==> src/rtl/hcirq_pkg.sv <==
package hcirq_pkg;

  localparam int REG_W   = 32;
  localparam int OC_BIT  = 30;
  localparam int MIE_BIT = 31;
  localparam int ADDR_W  = 2;

  typedef enum logic [ADDR_W-1:0] {
    SEL_STATUS = 2'd0,
    SEL_ENSET  = 2'd1,
    SEL_ENCLR  = 2'd2,
    SEL_NONE   = 2'd3
  } regSel_t;

  typedef struct packed {
    logic [REG_W-1:0] stsClr;
    logic [REG_W-1:0] enSet;
    logic [REG_W-1:0] enClr;
  } ctrlStrobes_t;

endpackage

==> src/rtl/hcirq_ctrl.sv <==
module hcirq_ctrl
  import hcirq_pkg::*;
(
  input  logic [ADDR_W-1:0] regAddr,
  input  logic              regWrEn,
  input  logic [REG_W-1:0]  regWrData,
  output ctrlStrobes_t      strobes,
  output regSel_t           rdSel
);

  regSel_t addrSel;

  always_comb begin
    case (regAddr)
      2'd0:    addrSel = SEL_STATUS;
      2'd1:    addrSel = SEL_ENSET;
      2'd2:    addrSel = SEL_ENCLR;
      default: addrSel = SEL_NONE;
    endcase
  end

  assign rdSel = addrSel;

  always_comb begin
    strobes = '0;
    if (regWrEn) begin
      case (addrSel)
        SEL_STATUS: strobes.stsClr = regWrData;
        SEL_ENSET:  strobes.enSet  = regWrData;
        SEL_ENCLR:  strobes.enClr  = regWrData;
        default:    strobes        = '0;
      endcase
    end
  end

endmodule

==> src/rtl/hcirq_dp.sv <==
module hcirq_dp
  import hcirq_pkg::*;
#(
  parameter int EVT_NUM     = 7,
  parameter bit SMI_SUPPORT = 1'b1
) (
  input  logic               clk,
  input  logic               rstN,
  input  logic [EVT_NUM-1:0] evtPulse,
  input  logic               ocReq,
  input  ctrlStrobes_t       strobes,
  input  regSel_t            rdSel,
  output logic [REG_W-1:0]   rdData,
  output logic               irqOut,
  output logic               smiOut
);

  localparam logic [REG_W-1:0] EVT_MASK = (REG_W'(1) << EVT_NUM) - REG_W'(1);
  localparam logic [REG_W-1:0] OC_MASK  = SMI_SUPPORT ? (REG_W'(1) << OC_BIT) : '0;
  localparam logic [REG_W-1:0] STS_MASK = EVT_MASK | OC_MASK;
  localparam logic [REG_W-1:0] ENA_MASK = STS_MASK | (REG_W'(1) << MIE_BIT);

  logic [REG_W-1:0] hwSet;
  logic [REG_W-1:0] statusQ;
  logic [REG_W-1:0] enableQ;
  logic             irqQ;
  logic             irqNext;

  always_comb begin
    hwSet                = '0;
    hwSet[EVT_NUM-1:0]   = evtPulse;
    hwSet[OC_BIT]        = ocReq;
  end

  // Status: one flop per implemented bit; hardware set beats software clear.
  genvar b;
  generate
    for (b = 0; b < REG_W; b++) begin : g_sts
      if (STS_MASK[b]) begin : g_impl
        always_ff @(posedge clk or negedge rstN) begin
          if (!rstN)         statusQ[b] <= 1'b0;
          else if (hwSet[b]) statusQ[b] <= 1'b1;
          else if (strobes.stsClr[b]) statusQ[b] <= 1'b0;
        end
      end else begin : g_rsvd
        assign statusQ[b] = 1'b0;
      end
    end
  endgenerate

  // Enable: write-one-set and write-one-clear ports at separate addresses.
  generate
    for (b = 0; b < REG_W; b++) begin : g_ena
      if (ENA_MASK[b]) begin : g_impl
        always_ff @(posedge clk or negedge rstN) begin
          if (!rstN)                  enableQ[b] <= 1'b0;
          else if (strobes.enSet[b])  enableQ[b] <= 1'b1;
          else if (strobes.enClr[b])  enableQ[b] <= 1'b0;
        end
      end else begin : g_rsvd
        assign enableQ[b] = 1'b0;
      end
    end
  endgenerate

  assign irqNext = enableQ[MIE_BIT] &
                   (|(statusQ[EVT_NUM-1:0] & enableQ[EVT_NUM-1:0]));

  always_ff @(posedge clk or negedge rstN) begin
    if (!rstN) irqQ <= 1'b0;
    else       irqQ <= irqNext;
  end

  assign irqOut = irqQ;

  generate
    if (SMI_SUPPORT) begin : g_smi
      logic smiQ;
      always_ff @(posedge clk or negedge rstN) begin
        if (!rstN) smiQ <= 1'b0;
        else       smiQ <= statusQ[OC_BIT] & enableQ[OC_BIT];
      end
      assign smiOut = smiQ;
    end else begin : g_nosmi
      assign smiOut = 1'b0;
    end
  endgenerate

  always_comb begin
    case (rdSel)
      SEL_STATUS:          rdData = statusQ;
      SEL_ENSET, SEL_ENCLR: rdData = enableQ;
      default:             rdData = '0;
    endcase
  end

endmodule

==> src/rtl/hc_irq_unit.sv <==
module hc_irq_unit
  import hcirq_pkg::*;
#(
  parameter int EVT_NUM     = 7,
  parameter bit SMI_SUPPORT = 1'b1
) (
  input  logic               clk,
  input  logic               rstN,
  input  logic [EVT_NUM-1:0] evtPulse,
  input  logic               ocReq,
  input  logic [1:0]         regAddr,
  input  logic               regWrEn,
  input  logic [31:0]        regWrData,
  output logic [31:0]        regRdData,
  output logic               irqOut,
  output logic               smiOut
);

  ctrlStrobes_t strobes;
  regSel_t      rdSel;

  hcirq_ctrl u_ctrl (
    .regAddr   (regAddr),
    .regWrEn   (regWrEn),
    .regWrData (regWrData),
    .strobes   (strobes),
    .rdSel     (rdSel)
  );

  hcirq_dp #(
    .EVT_NUM     (EVT_NUM),
    .SMI_SUPPORT (SMI_SUPPORT)
  ) u_dp (
    .clk      (clk),
    .rstN     (rstN),
    .evtPulse (evtPulse),
    .ocReq    (ocReq),
    .strobes  (strobes),
    .rdSel    (rdSel),
    .rdData   (regRdData),
    .irqOut   (irqOut),
    .smiOut   (smiOut)
  );

endmodule

==> config.mk <==
export PLATFORM = sky130hd
export DESIGN_NAME = hc_irq_unit
export DESIGN_NICKNAME = d
export VERILOG_FILES = /design/src/rtl/hcirq_pkg.sv /design/src/rtl/hcirq_ctrl.sv /design/src/rtl/hcirq_dp.sv /design/src/rtl/hc_irq_unit.sv
export SDC_FILE = /design/constraint.sdc
export NUM_CORES = 1
export LEC_CHECK = 0
export ABC_AREA = 1
export ABC_CLOCK_PERIOD_IN_PS = 1500
export BUFFER_PORTS_ARGS = -buffer_cell sky130_fd_sc_hd__buf_2
export CAP_MARGIN = 20
export CORE_UTILIZATION = 35
export CTS_BUF_LIST = sky130_fd_sc_hd__clkbuf_4
export CTS_CLUSTER_DIAMETER = 80
export CTS_CLUSTER_SIZE = 28
export DETAILED_ROUTE_END_ITERATION = 10
export HOLD_SLACK_MARGIN = 0.06
export PLACE_DENSITY_LB_ADDON = 0.08
export SLEW_MARGIN = 20
export SYNTH_ARGS = -nofsm -noshare
export SYNTH_HDL_FRONTEND = slang
export SYNTH_SLANG_ARGS = --single-unit
==> constraint.sdc <==
create_clock -name clk -period 1.5 [get_ports clk]
set_input_delay 0.075 -clock clk [delete_from_list [all_inputs] [get_ports clk]]
set_output_delay 0.075 -clock clk [all_outputs]
set_load 0.02 [all_outputs]
## Word level (Yosys, flattened, before mapping)

Index checks and enable logic that the tools add are counted.
W data, S select, Z words.

| storage, ports and cells | value |
|---|---|
| register bits after elaboration | 19 |
| input port bits | 45 |

| cells by class | value |
|---|---|
| equal/unequal tests | 4 |
| muxes and demuxes | 40 |
| bitwise gates (word level) | 3 |
| reduce and logical (&&, ||, !) cells | 21 |

Operator list:

| kind | count |
|---|---|
| $mux W95 | 1 |
| $mux W32 | 2 |
| $pmux W32 S2 | 1 |
| $mux W1 | 34 |
| $reduce_bool A2 Y1 | 17 |
| $mux W31 | 1 |
| $and A7 B7 Y7 | 1 |
| $reduce_or A7 Y1 | 1 |
| $pmux W2 S3 | 1 |
| $eq A2 B1 Y1 const B | 2 |
| $eq A2 B2 Y1 const B | 2 |
| $logic_not A2 Y1 | 2 |
| $and A1 B1 Y1 | 2 |
| $reduce_or A2 Y1 | 1 |

## Logic depth before layout (Yosys ltp)

| logic depth | value |
|---|---|
| depth in word-level cells | 7 |
| depth in mapped cells | 6 |

## Modules after synthesis

A second synthesis with hierarchy kept.

| second synthesis, totals | value |
|---|---|
| cells, all modules | 273 |
| area, all modules | 1,640.3 um2 |

By module, submodules not included:

| module | times used | cells each | area an instance (um2) |
|---|---|---|---|
| hcirq_dp | 1 | 126 | 1,058.5 |
| hcirq_ctrl | 1 | 147 | 581.8 |

## Worst setup path before layout

Ideal clock, no wire load.

| timing path | value |
|---|---|
| path type | input to output |
| start | input port regAddr[0] |
| end | output port regRdData[3] |
| data arrival time | 946 ps |
| data required time | 1,425 ps |
| setup slack | 479 ps |
| stages | 5 |
| buffers on the path | 1 |
| cell sequence | inv_1 > ha_1 > buf_2 > nand2_1 > a21oi_1 |

| on the way | value |
|---|---|
| word-level cells in the longest chain between the ends | 5 |

RTL lines:

| element | line | RTL |
|---|---|---|
| start, declared | hc_irq_unit.sv:11 | `input logic [1:0] regAddr,` |
| $eq A2 B2 Y1 (tied with other cells) | hcirq_ctrl.sv:14 | `case (regAddr)` |
| $pmux W2 S3 * | hcirq_ctrl.sv:14 |  |
| $eq A2 B1 Y1 or $eq A2 B2 Y1 (tied branches) | hcirq_dp.sv:90 | `case (rdSel)` |
| $reduce_or A2 Y1 | hcirq_dp.sv:90 |  |
| $pmux W32 S2 * | hcirq_dp.sv:90 |  |
| end, declared | hc_irq_unit.sv:14 | `output logic [31:0] regRdData,` |

Mark *: on every way between the ends. The rest lies on a longest branch, timed or not.

## Worst setup path in the final report

| timing path | value |
|---|---|
| start | input port regAddr[0] |
| end | output port regRdData[1] |

Same word-level chain as after synthesis.

==> out/results.md <==
| Metric | This run |
| --- | --- |
| Result of the run | complete, no violations |
| Final Hold Violating Endpoints | 0 |
| Wire length per cell after detailed routing | 9.95 µm |
| Overall die height | 59.1 µm |
| Port-buffer cells | 32 |
| Type of the most critical hold path | primary input to flip-flop |
| Hold Worst Slack | 0.197 ns |
| Area grow syn2layout | 28.4% |
| Type of element launching the critical path | primary input |
| Total of endpoints with negative setup slack in the final report | 0 |
| Routed vias | 1019 |
| Portion of the clock cycle consumed by the worst path in the final layout | 0.816 |
| Drt pass-1 iters | 4 |
| CORE AREA | 3080 µm² |
| Post-Route Skew | 0.00766 ns |
| Crit end category | output pin |
| Max Freq | 0.817 GHz |
| Cell variety after synth | 13 |
| Drt total wl | 2.43 mm |
| Count of antenna-violating nets left after detailed routing | 0 |
| Number of cells in the finished layout apart from fillers | 244 |
| Unrepaired setup endpoints after global routing | false |
| Clock latency on the worst-skew pair | 0.30 ns |
| Net count, final | 250 |
| Vias in the first global route | 897 |
| Yosys Warn Count | 0 |
| Site row count | 20 |
| Data arrival time of the critical path | 1.15 ns |
| Ports | 79 |
| Mean post-synth cell area | 7.66 µm² |
| Flop2flop setup slack | 0.69 ns |
| Portion of the post-synthesis area used by sequential elements | 0.417 |
| Max-slew violation count | 0 |
| GR Util All Layers | 0.154 |
| Category of the critical setup timing path | primary input to output pin |
| R2r startpoint | u_dp.statusQ[2] |
| Detailed Place HPWL | 1.72 mm |
| Number of cells on the worst hold path | 3 |
| Maximum ir drop on the vdd rail | 0.332 mV |
| Most common cell after layout, fill and taps aside | sky130_fd_sc_hd__nand2_1 |
| Startpoint of the tightest hold check path | regWrEn |
| Destination of the worst register-to-register timing path | u_dp.irqOut |
| Crit-path max FO | 6 |
| Share of final-layout standard cells stronger than drive strength 1 | 0.200 |
| Total Die Area | 3490 µm² |
| Post-route setup slack | 0.276 ns |
| Data required time at the worst endpoint | 1.42 ns |
| Initial cell density of the core | 0.371 |
| Violation count after the first detailed-route iteration | 33 |
| Antenna violations before repair | 0 |
| Maximum buffer depth of the clock tree | 2 |
| Main area contributors after synthesis | sky130_fd_sc_hd__dfrtp_1 42%, sky130_fd_sc_hd__buf_4 16%, sky130_fd_sc_hd__nand2_1 12% |
| Horizontal die dimension | 59.1 µm |
| Commonest cells after routing, fill and taps aside | 36 x sky130_fd_sc_hd__nand2_1, 32 x sky130_fd_sc_hd__buf_2, 23 x sky130_fd_sc_hd__inv_1, 23 x sky130_fd_sc_hd__conb_1, 19 x sky130_fd_sc_hd__dfrtp_1 |
| PwrDens | 879 nW/µm² |
| Global-route wire length before repair | 3.93 mm |
| CTS tree | yes |
| Fraction of post-synthesis cell area in the top cell type by area | 0.417 |
| Overflow left after global routing | 0 |
| Cell depth of the worst flop-to-flop path | 4 |
| Number of max-cap violations | 0 |
| Post-layout util | 0.476 |
| Num CTS Buffers | 3 |
| Leakage Power | 0.801 nW |
| Ratio of routed vias to standard cells | 4.18 |
| Number of fillers in the final layout | 341 |
| Post-synth top area cell | sky130_fd_sc_hd__dfrtp_1 |
| Gate count after technology mapping | 149 |
| DP Worst Slack | 0.269 ns |
| Worst hold path endpoint | u_dp.enableQ[2] |
| Clock-pin slew on the worst setup and hold paths | 0.11 ns |
| Antenna Diode Count | 0 |
| CTS HTree Levels | 1 |
| Sinks on the clock net | 19 |
| Largest net degree at the start of global routing | 20 |
| Seq cells post-synth | 19 |
| DRC violations left | 0 |
| Sum Neg Setup Slack | 0 ns |
| Total placed cells including tap cells | 222 |
| Clock period minus final worst setup slack | 1.22 ns |
| Master cell of the clock root buffer | sky130_fd_sc_hd__clkbuf_4 |
| Syn Std Cell Area | 1140 µm² |
| Placer's final routability congestion estimate | 0.764 |
## flip-flops by register name, summed over array words and instances, names as in the netlist
register / flops
u_dp.smiOut: 1
u_dp.irqOut: 1
u_dp.statusQ: 8
u_dp.enableQ: 9
## layout make-up
cell class / count / area (µm²) / area share
Sequential cell: 19 / 475 / 0.325
Multi-Input combinational cell: 103 / 473 / 0.323
Timing Repair Buffer: 51 / 348 / 0.237
Inverter: 23 / 86.3 / 0.0589
Tap cell: 44 / 55.1 / 0.0376
Clock buffer: 3 / 22.5 / 0.0154
Clock inverter: 1 / 5.00 / 0.00342
## cells by family after synthesis
| group | Yosys count | share of synthesized area |
|---|---|---|
| flops | 19 | 0.417 |
| fa+ha+maj | 4 | 0.0439 |
| other cells | 1 | 0.00329 |
| simple gates | 41 | 0.141 |
| compound gates | 35 | 0.154 |
| buf+inv | 49 | 0.241 |
## Yosys cell counts (all sizes together)
cell	number
buf	25
inv	23
o21ai	26
dfrtp	19
ha	4
a21oi	9
nor2	2
clkbuf	1
nand2	39
conb	1
## timing repair
item / in CTS / in global routing
resized for setup: 0 / 0
hold buffers: 18 / 0
endpoints found under the hold margin: 36 / 0
buffers inserted: 0 / 0
## report_power, final
part / total, mW / switching, mW / internal [mW]
Sequential: 0.619 / 0.0417 / 0.577
Combinational: 0.408 / 0.255 / 0.153
Clock: 0.260 / 0.161 / 0.0993
Total: 1.29 / 0.457 / 0.830
## per-layer routing
layer  vias to the layer above  share of wire  track usage
met4                         0         0.0099       0.0612
li1                        513              -            -
met2                        44           0.48        0.244
met5                         -              0            0
met3                         4          0.059       0.0284
met1                       458           0.45        0.209
## critical path, stage by stage
cell                      delay (ns)
sky130_fd_sc_hd__buf_2          0.12
sky130_fd_sc_hd__inv_1          0.08
sky130_fd_sc_hd__ha_1           0.31
sky130_fd_sc_hd__buf_4          0.19
sky130_fd_sc_hd__nand2_1        0.05
sky130_fd_sc_hd__a21oi_1        0.13
sky130_fd_sc_hd__buf_2          0.18
## how the worst max path moves through the flow
stage               startpoint         endpoint  cells past startpoint
finish              regAddr[0]     regRdData[1]                      7
global route        regAddr[0]     regRdData[2]                      7
CTS                 regAddr[0]     regRdData[5]                      6
detailed placement  regAddr[0]  u_dp.statusQ[6]                      6
global placement    regAddr[0]     regRdData[5]                      6
floorplan           regAddr[0]     regRdData[3]                      5
## stage by stage
stage	power, mW	area, µm²
after global routing	1.38	1470
after floorplan	0.928	1220
after detailed placement	1.01	1260
final	1.29	1470
after CTS	1.31	1470
after global placement	0.999	1260
Power figures use the tool's default switching activity.
